## config.mk

```make
export PLATFORM = sky130hd
export DESIGN_NAME = seq_prefetch_buf
export DESIGN_NICKNAME = d
export VERILOG_FILES = /design/src/rtl/spb_pkg.sv /design/src/rtl/spb_word_sel.sv /design/src/rtl/spb_read_fsm.sv /design/src/rtl/seq_prefetch_buf.sv
export SDC_FILE = /design/constraint.sdc
export NUM_CORES = 1
export LEC_CHECK = 0
export BUFFER_PORTS_ARGS = -buffer_cell sky130_fd_sc_hd__buf_2
export CAP_MARGIN = 20
export CORE_MARGIN = 2
export CORE_UTILIZATION = 54
export DETAILED_ROUTE_END_ITERATION = 6
export PLACE_DENSITY_LB_ADDON = 0.1
export SYNTH_ARGS = -nofsm -noshare
export SYNTH_HDL_FRONTEND = slang
export SYNTH_SLANG_ARGS = --single-unit
```

## constraint.sdc

```tcl
create_clock -name clk -period 3.9 [get_ports clk]
set_input_delay 0.585 -clock clk [delete_from_list [all_inputs] [get_ports clk]]
set_output_delay 0.585 -clock clk [all_outputs]
set_load 0.005 [all_outputs]
```

## src/rtl/spb_pkg.sv

```systemverilog
package spb_pkg;
    typedef enum logic [0:0] {
        RD_IDLE = 1'b0,
        RD_WAIT = 1'b1
    } rd_state_e;
endpackage

```

## src/rtl/spb_word_sel.sv

```systemverilog
module spb_word_sel #(
    parameter int WORD_W = 16,
    parameter int WPL    = 4,
    localparam int OFS_W  = $clog2(WPL),
    localparam int LINE_W = WPL * WORD_W
) (
    input  logic [LINE_W-1:0]   line_a,
    input  logic [LINE_W-1:0]   line_b,
    input  logic [OFS_W-1:0]    ofs,
    output logic [2*WORD_W-1:0] pair
);
    logic [WORD_W-1:0] wa [WPL];

    for (genvar g = 0; g < WPL; g++) begin : g_split
        assign wa[g] = line_a[g*WORD_W +: WORD_W];
    end

    always_comb begin
        pair[WORD_W-1:0] = wa[ofs];
        if (ofs == OFS_W'(WPL-1))
            pair[2*WORD_W-1:WORD_W] = line_b[WORD_W-1:0];
        else
            pair[2*WORD_W-1:WORD_W] = wa[ofs + 1'b1];
    end
endmodule

```

## src/rtl/spb_read_fsm.sv

```systemverilog
module spb_read_fsm
    import spb_pkg::*;
#(
    parameter int TAG_W = 10
) (
    input  logic             clk,
    input  logic             rst_n,
    input  logic             issue,
    input  logic [TAG_W-1:0] issue_tag,
    input  logic             flash_ack,
    output logic             flash_req,
    output logic [TAG_W-1:0] flash_line,
    output logic             busy,
    output logic [TAG_W-1:0] rd_tag
);
    rd_state_e state_q, state_d;

    always_comb begin
        state_d = state_q;
        unique case (state_q)
            RD_IDLE: if (issue)     state_d = RD_WAIT;
            RD_WAIT: if (flash_ack) state_d = RD_IDLE;
            default: state_d = RD_IDLE;
        endcase
    end

    always_ff @(posedge clk or negedge rst_n) begin
        if (!rst_n) begin
            state_q <= RD_IDLE;
            rd_tag  <= '0;
        end else begin
            state_q <= state_d;
            if (state_q == RD_IDLE && issue)
                rd_tag <= issue_tag;
        end
    end

    always_comb begin
        flash_req  = 1'b0;
        busy       = 1'b0;
        flash_line = issue_tag;
        unique case (state_q)
            RD_IDLE: flash_req = issue;
            RD_WAIT: busy      = 1'b1;
            default: busy      = 1'b0;
        endcase
    end
endmodule

```

## src/rtl/seq_prefetch_buf.sv

```systemverilog
module seq_prefetch_buf #(
    parameter int ADDR_W = 12,
    parameter int WORD_W = 16,
    parameter int WPL    = 4,
    localparam int OFS_W  = $clog2(WPL),
    localparam int TAG_W  = ADDR_W - OFS_W,
    localparam int LINE_W = WPL * WORD_W
) (
    input  logic                clk,
    input  logic                rst_n,
    input  logic                pf_enable,
    input  logic                fetch_req,
    input  logic [ADDR_W-1:0]   fetch_addr,
    input  logic                fetch_wide,
    output logic                fetch_ack,
    output logic [2*WORD_W-1:0] fetch_data,
    output logic                flash_req,
    output logic [TAG_W-1:0]    flash_line,
    input  logic                flash_ack,
    input  logic [LINE_W-1:0]   flash_rdata
);
    logic [TAG_W-1:0]  tag_q, tag_nx, line_idx, rd_tag, want_tag;
    logic [OFS_W-1:0]  ofs;
    logic [LINE_W-1:0] ent0_q, ent1_q;
    logic              v0_q, v1_q;
    logic              in_cur, in_next, far, adv, span, hit, issue, busy;

    assign line_idx = fetch_addr[ADDR_W-1:OFS_W];
    assign ofs      = fetch_addr[OFS_W-1:0];
    assign tag_nx   = tag_q + {{(TAG_W-1){1'b0}}, 1'b1};
    assign in_cur   = (line_idx == tag_q);
    assign in_next  = (line_idx == tag_nx);
    assign far      = fetch_req && !in_cur && !in_next;
    assign adv      = fetch_req && in_next;
    assign span     = fetch_wide && (ofs == OFS_W'(WPL-1));
    assign hit      = v0_q && in_cur && (!span || v1_q);
    assign want_tag = v0_q ? tag_nx : tag_q;

    // Issue decision: background refill when enabled, demand-only otherwise.
    always_comb begin
        if (pf_enable)
            issue = !far && !adv && !flash_ack && !(v0_q && v1_q);
        else
            issue = fetch_req && in_cur && !flash_ack &&
                    (!v0_q || (span && !v1_q));
    end

    // Line entries: fill, flush, advance, drop.
    always_ff @(posedge clk or negedge rst_n) begin
        if (!rst_n) begin
            tag_q  <= '0;
            v0_q   <= 1'b0;
            v1_q   <= 1'b0;
            ent0_q <= '0;
            ent1_q <= '0;
        end else if (flash_ack) begin
            if (!pf_enable && fetch_ack) begin
                v0_q <= 1'b0;
                v1_q <= 1'b0;
            end else if (rd_tag == tag_q && !v0_q) begin
                ent0_q <= flash_rdata;
                v0_q   <= 1'b1;
            end else if (rd_tag == tag_nx && v0_q && !v1_q) begin
                ent1_q <= flash_rdata;
                v1_q   <= 1'b1;
            end
        end else if (far) begin
            tag_q <= line_idx;
            v0_q  <= 1'b0;
            v1_q  <= 1'b0;
        end else if (adv) begin
            tag_q  <= tag_nx;
            ent0_q <= ent1_q;
            v0_q   <= v1_q && pf_enable;
            v1_q   <= 1'b0;
        end else if (!pf_enable && (fetch_ack || !fetch_req)) begin
            v0_q <= 1'b0;
            v1_q <= 1'b0;
        end
    end

    spb_read_fsm #(.TAG_W(TAG_W)) rd_fsm_i (
        .clk        (clk),
        .rst_n      (rst_n),
        .issue      (issue),
        .issue_tag  (want_tag),
        .flash_ack  (flash_ack),
        .flash_req  (flash_req),
        .flash_line (flash_line),
        .busy       (busy),
        .rd_tag     (rd_tag)
    );

    spb_word_sel #(.WORD_W(WORD_W), .WPL(WPL)) sel_i (
        .line_a (ent0_q),
        .line_b (ent1_q),
        .ofs    (ofs),
        .pair   (fetch_data)
    );

    assign fetch_ack = fetch_req && hit;

    logic unused_busy;
    assign unused_busy = busy;
endmodule

```

# Yosys cells after proc, flatten, opt, wreduce, memory -nomap -nowiden
# Cells that the tools add are included.
# totals
reg_bits	151
inputBits	82
out_inout_bits	44
word_cells	104
# op_classes
addsub	2
n_lt_le_gt_ge	2
eq_ne	11
n_mux	32
bitwise	6
n_reduce_logical	44
# ops
cell	n
$mux 64	5
$mux 16	5
$bmux 16 s2	2
$eq 10x10->1	4
$mux 10	3
$logic_and 1x1->1	22
$mux 1	16
$logic_not 1->1	11
$add 10x1->10 const B	1
$reduce_and 4->1	2
$ge 3x3->1 const B	2
$ne 3x1->1 const B	2
$not 2->3	2
$ne 2x2->1 const B	2
$not 1->1	4
$reduce_and 2->1	2
$reduce_bool 2->1	2
$reduce_bool 4->1	1
$logic_or 1x1->1	3
$ne 3x3->1 const B	1
$reduce_and 3->1	1
$add 2x1->2 const B	1
$eq 2x2->1 const B	1
$ne 2x1->1 const B	1
$pmux 1 s2	1

# Logic depth before layout (Yosys ltp)
# depth
ltp_word	12
depth_mapped	13

# Cells and area by module
# Synthesis repeated with hierarchy kept, for this count alone.
# unflattened
hier_cells	788
hier_area_um2	9039.9
# by_module_without_submodules
module	instances	cells_each	area_per_inst_um2
seq_prefetch_buf	1	640	7289.5
spb_word_sel	1	113	1211.2
spb_read_fsm	1	35	539.3

# Least setup slack after synthesis
# Ideal clock, no wire load.
# synth_timing
path_kind	input port to output port
from	in fetch_addr[0]
to	out fetch_data[31]
arrival_time_ns	2.486
required_ns	3.315
path_slack_ns	0.829
cell_stages	5
path_cell_list	clkbuf_1 > clkbuf_1 > buf_1 > mux4_2 > mux2_2
# synth_between
elab_chain_len	6
# synth_rtl
item	line	rtl
start: declaration	seq_prefetch_buf.sv:13	input logic [ADDR_W-1:0] fetch_addr,
$add 2x1->2	spb_word_sel.sv:23	pair[2*WORD_W-1:WORD_W] = wa[ofs + 1'b1];
$not 2->3 (implied by the code)	spb_word_sel.sv:23	
$bmux 16 s2	spb_word_sel.sv:23	
$mux 16 (implied by the code) (2 in a row)	spb_word_sel.sv:23	
$mux 16 *	spb_word_sel.sv:20	if (ofs == OFS_W'(WPL-1))
end: declaration	seq_prefetch_buf.sv:16	output logic [2*WORD_W-1:0] fetch_data,
# Mark *: on every way between the ends. The rest lies on a longest branch, timed or not. The select of a mux whose other input is x is not followed.

# Worst setup path after layout
# layout_timing
from	reg tag_q[0]
to	reg ent1_q[30]
# layout_between
elab_chain_len	7
# layout_rtl
item	line	rtl
start: declaration	seq_prefetch_buf.sv:22	logic [TAG_W-1:0] tag_q, tag_nx, line_idx, rd_tag, want_tag;
start signal: assignment	seq_prefetch_buf.sv:68	tag_q <= line_idx;
start signal: assignment	seq_prefetch_buf.sv:72	tag_q <= tag_nx;
parallel branches: the longest is 6 deep, another holds $add 10x1->10	n/a	
$reduce_and 4->1 (no source line) *	n/a	
end signal: assignment	seq_prefetch_buf.sv:64	ent1_q <= flash_rdata;
end: declaration	seq_prefetch_buf.sv:24	logic [LINE_W-1:0] ent0_q, ent1_q;
# Mark *: on every way between the ends.
# A chain may end at the register's enable or synchronous reset.

==> flow_metrics.env <==
export IMPL_clk_latency_ns=0.43
export IMPL_min_path_type="primary input to asynchronous set/reset pin"
export IMPL_cts_resized=0
export IMPL_p_int_mw=3.47
export IMPL_path_max_fanout=38
export IMPL_clock_power_share_pct=32.9
export IMPL_core_rowCount=45
export IMPL_grt_max_degree=85
export IMPL_ys_ff_latch=151
export IMPL_synth_warnings=0
export IMPL_cpPeakStageDelay_ns=0.53
export IMPL_nNetsFinal=950
export IMPL_ys_seq_area_share_pct=44.7
export IMPL_cp_top_family="simple AND/OR/NAND/NOR gates"
export IMPL_vias_per_cell=5.96
export IMPL_yosys_most_used_dff="dfrtp_1"
export IMPL_crit_top_cell="and3_1"
export IMPL_post_cts_buffers=0
export IMPL_fmax_mhz=283
export IMPL_syn_area_um2=8440
export IMPL_antenna_found_initial=1
export IMPL_synth_common_cells="nor2_1 (178), dfrtp_1 (151), a211oi_1 (45)"
export IMPL_fp_coreArea_um2=15300
export IMPL_comb_power_share_pct=23.4
export IMPL_setup_tns_ns=0
export IMPL_slew_violations=0
export IMPL_finalSetupViolCount=0
export IMPL_cp_end_kind="register"
export IMPL_rsz0062_at_grt="no"
export IMPL_crit_type="register to register"
export IMPL_max_slew_margin_pct=45.7
export IMPL_power_density_nw_per_um2=517
export IMPL_syn2layout_area_growth_pct=15.6
export IMPL_cp_required_ns=4.21
export IMPL_cts_made_buffers=17
export IMPL_die_h_um=129
export IMPL_synth_area_leaders="dfrtp_1 (45%), mux4_2 (8.5%), nor2_1 (7.9%)"
export IMPL_clkTransAtPathRegs_ns=0.06
export IMPL_p_sw_share_pct=31.2
export IMPL_cts_root_buf="clkbuf_16"
export IMPL_hold_viol_final=0
export IMPL_totalWireLength_um=21800
export IMPL_ys_types=55
export IMPL_slowest_stage="dfrtp_1"
export IMPL_postSynthCellCount=770
export IMPL_yosysTopAreaCell="dfrtp_1"
export IMPL_grt_pass1_vias=6227
export IMPL_drtIter0Drc=584
export IMPL_drive_gt1_share_pct=33.4
export IMPL_place_hpwl_um=15000
export IMPL_grt_first_pass_wirelength_um=34700
export IMPL_placedInstanceArea_um2=9160
export IMPL_start_util_pct=55.3
export IMPL_syn_avg_cell_area_um2=11.0
export IMPL_p_switching_mw=1.57
export IMPL_path_cells="ha_1, and3_1, and3_1, nand3_2, or3_4, a2111oi_4, buf_12, mux2_2"
export IMPL_crit_arrival_ns=3.84
export IMPL_yosys_area_top_type_share_pct=44.7
export IMPL_gp_congestion=0.936
export IMPL_syn_nets=854
export IMPL_worst_clock_skew_ns=0.00692
export IMPL_seqPwrFrac_pct=43.7
export IMPL_status="complete, no violations"
export IMPL_cp_num_buf_inv=1
export IMPL_startpoint_type="register"
export IMPL_tightest_slew_ns=0.814
export IMPL_ir_drop_uv=368
export IMPL_fillers=1212
export IMPL_wl_per_cell_um=20.0
export IMPL_drv_cap=0
export IMPL_numClockSinks=151
export IMPL_p_leak_nw=4.68
export IMPL_htreeDepth=4
export IMPL_ctsHoldBuffers=0
export IMPL_cts_buffer_depth=2
export IMPL_finalCritPeriodShare_pct=90.6
export IMPL_first_pass_iters=7
export IMPL_num_vias=6499
export IMPL_grtUsageTotal_pct=27.5
export IMPL_die_w_um=129
export IMPL_port_buffers=125
export IMPL_reg2reg_slack_ns=0.37
export IMPL_synth_edf_count=0
export IMPL_cts_tree="yes"
export IMPL_finalCriticalPeriod_ns=3.53
export IMPL_fin_area_um2=9760
export IMPL_ant_nets=0
export IMPL_drc=0
export IMPL_die_area_um2=16700
export IMPL_io_pins=126
export IMPL_overflow=0
export IMPL_yosysMostFrequentCell="nor2_1"
export IMPL_ys_async_sr_fraction_pct=100
## logic make-up after synthesis
kind of cell / count (synthesis) / share of synthesized area [%]
AOI/OAI and AO/OA: 111 / 9.45
xor gates and xnor gates: 42 / 4.36
adders and majority gates: 2 / 0.296
buffers and inverters: 78 / 4.90
DFF: 151 / 44.7
muxes: 130 / 23.3
and+or+nand+nor: 256 / 13.0
## power by group through the flow
stage          sequential, mW  clock, mW  combinational (mW)
2_1_floorplan            2.03          0               0.869
3_3_place_gp             2.20          0                1.14
3_5_place_dp             2.22          0                1.17
4_1_cts                  2.19       1.69                1.18
5_1_grt                  2.24       1.76                1.30
6_report                 2.20       1.66                1.18
## stage by stage
step	util, %	hold WS [ns]	worst slack (ns)	power (mW)	std cells
CTS	64.0	0.250	0.391	5.07	1090
global placement	60.0	0.467	0.574	3.34	1058
detailed placement	60.0	0.478	0.420	3.39	1058
global route	64.0	0.270	0.185	5.30	1091
floorplan	-	0.289	0.829	2.89	770
finish	64.0	0.208	0.367	5.05	1091
## sequential cells by signal (all words and copies together), names as in the netlist
signal            count
ent0_q               64
ent1_q               64
rd_fsm_i.rd_tag      10
tag_q                10
rd_fsm_i.state_q      1
v0_q                  1
v1_q                  1
## layer usage
metal	wire [um]	global-route usage [%]	vias to the layer above	part of all wire [%]
met5	0	0	-	0
met4	258	7.23	0	1.2
met3	1500	5.86	23	6.9
met2	9800	40.3	290	45
met1	10200	42.1	3257	47
li1	-	-	2929	-
## layout by cell type (no fill, tap or decap), drive strengths merged, types with 2 or more instances in the layout
cell type / n
bufinv: 2
clkinv: 7
a22oi: 5
a221oi: 4
nor4: 5
nand4: 7
buf: 140
nor3b: 2
a211oi: 45
nor2: 178
nor3: 3
o21ai: 9
clkbuf: 19
inv: 16
nand3: 10
mux4: 32
and2: 2
nand2: 32
or3: 4
a21oi: 7
xor2: 17
mux2i: 8
nand2b: 2
and3: 4
xnor2: 25
a31oi: 9
mux2: 90
a21o: 2
nor2b: 3
o21bai: 2
clkinvlp: 3
dfrtp: 151
ha: 2
o22ai: 18
## area by class of cell
class	instances	area, um^2	share of cell area, %
multi-input cells	541	4250	43.6
flip-flops and latches	151	3780	38.7
repair buffers	140	807	8.26
clock buffers	19	453	4.64
well taps	211	264	2.70
clock inverters	13	149	1.52
inverters	15	56.3	0.577
diodes	1	2.50	0.0256
## worst paths after layout
path / startpoint / to / depth (start not counted)
max in group asynchronous: rst_n / ent1_q[39] / 2
hold / removal: rst_n / ent1_q[17] / 1
setup / recovery: tag_q[0] / ent1_q[30] / 8
hold reg to reg: ent1_q[26] / ent1_q[26] / 1
setup reg to reg: tag_q[0] / ent1_q[30] / 8
min in group clk: flash_rdata[0] / ent1_q[0] / 2
## worst reg2reg max path, cell delays in order (launching register included)
cell and delay [ns]:
dfrtp_1 0.53, ha_1 0.38, and3_1 0.36, and3_1 0.34, nand3_2 0.14, or3_4 0.41, a2111oi_4 0.54, buf_12 0.33
mux2_2 0.40
Note: power is estimated with default switching activity, not from simulation.
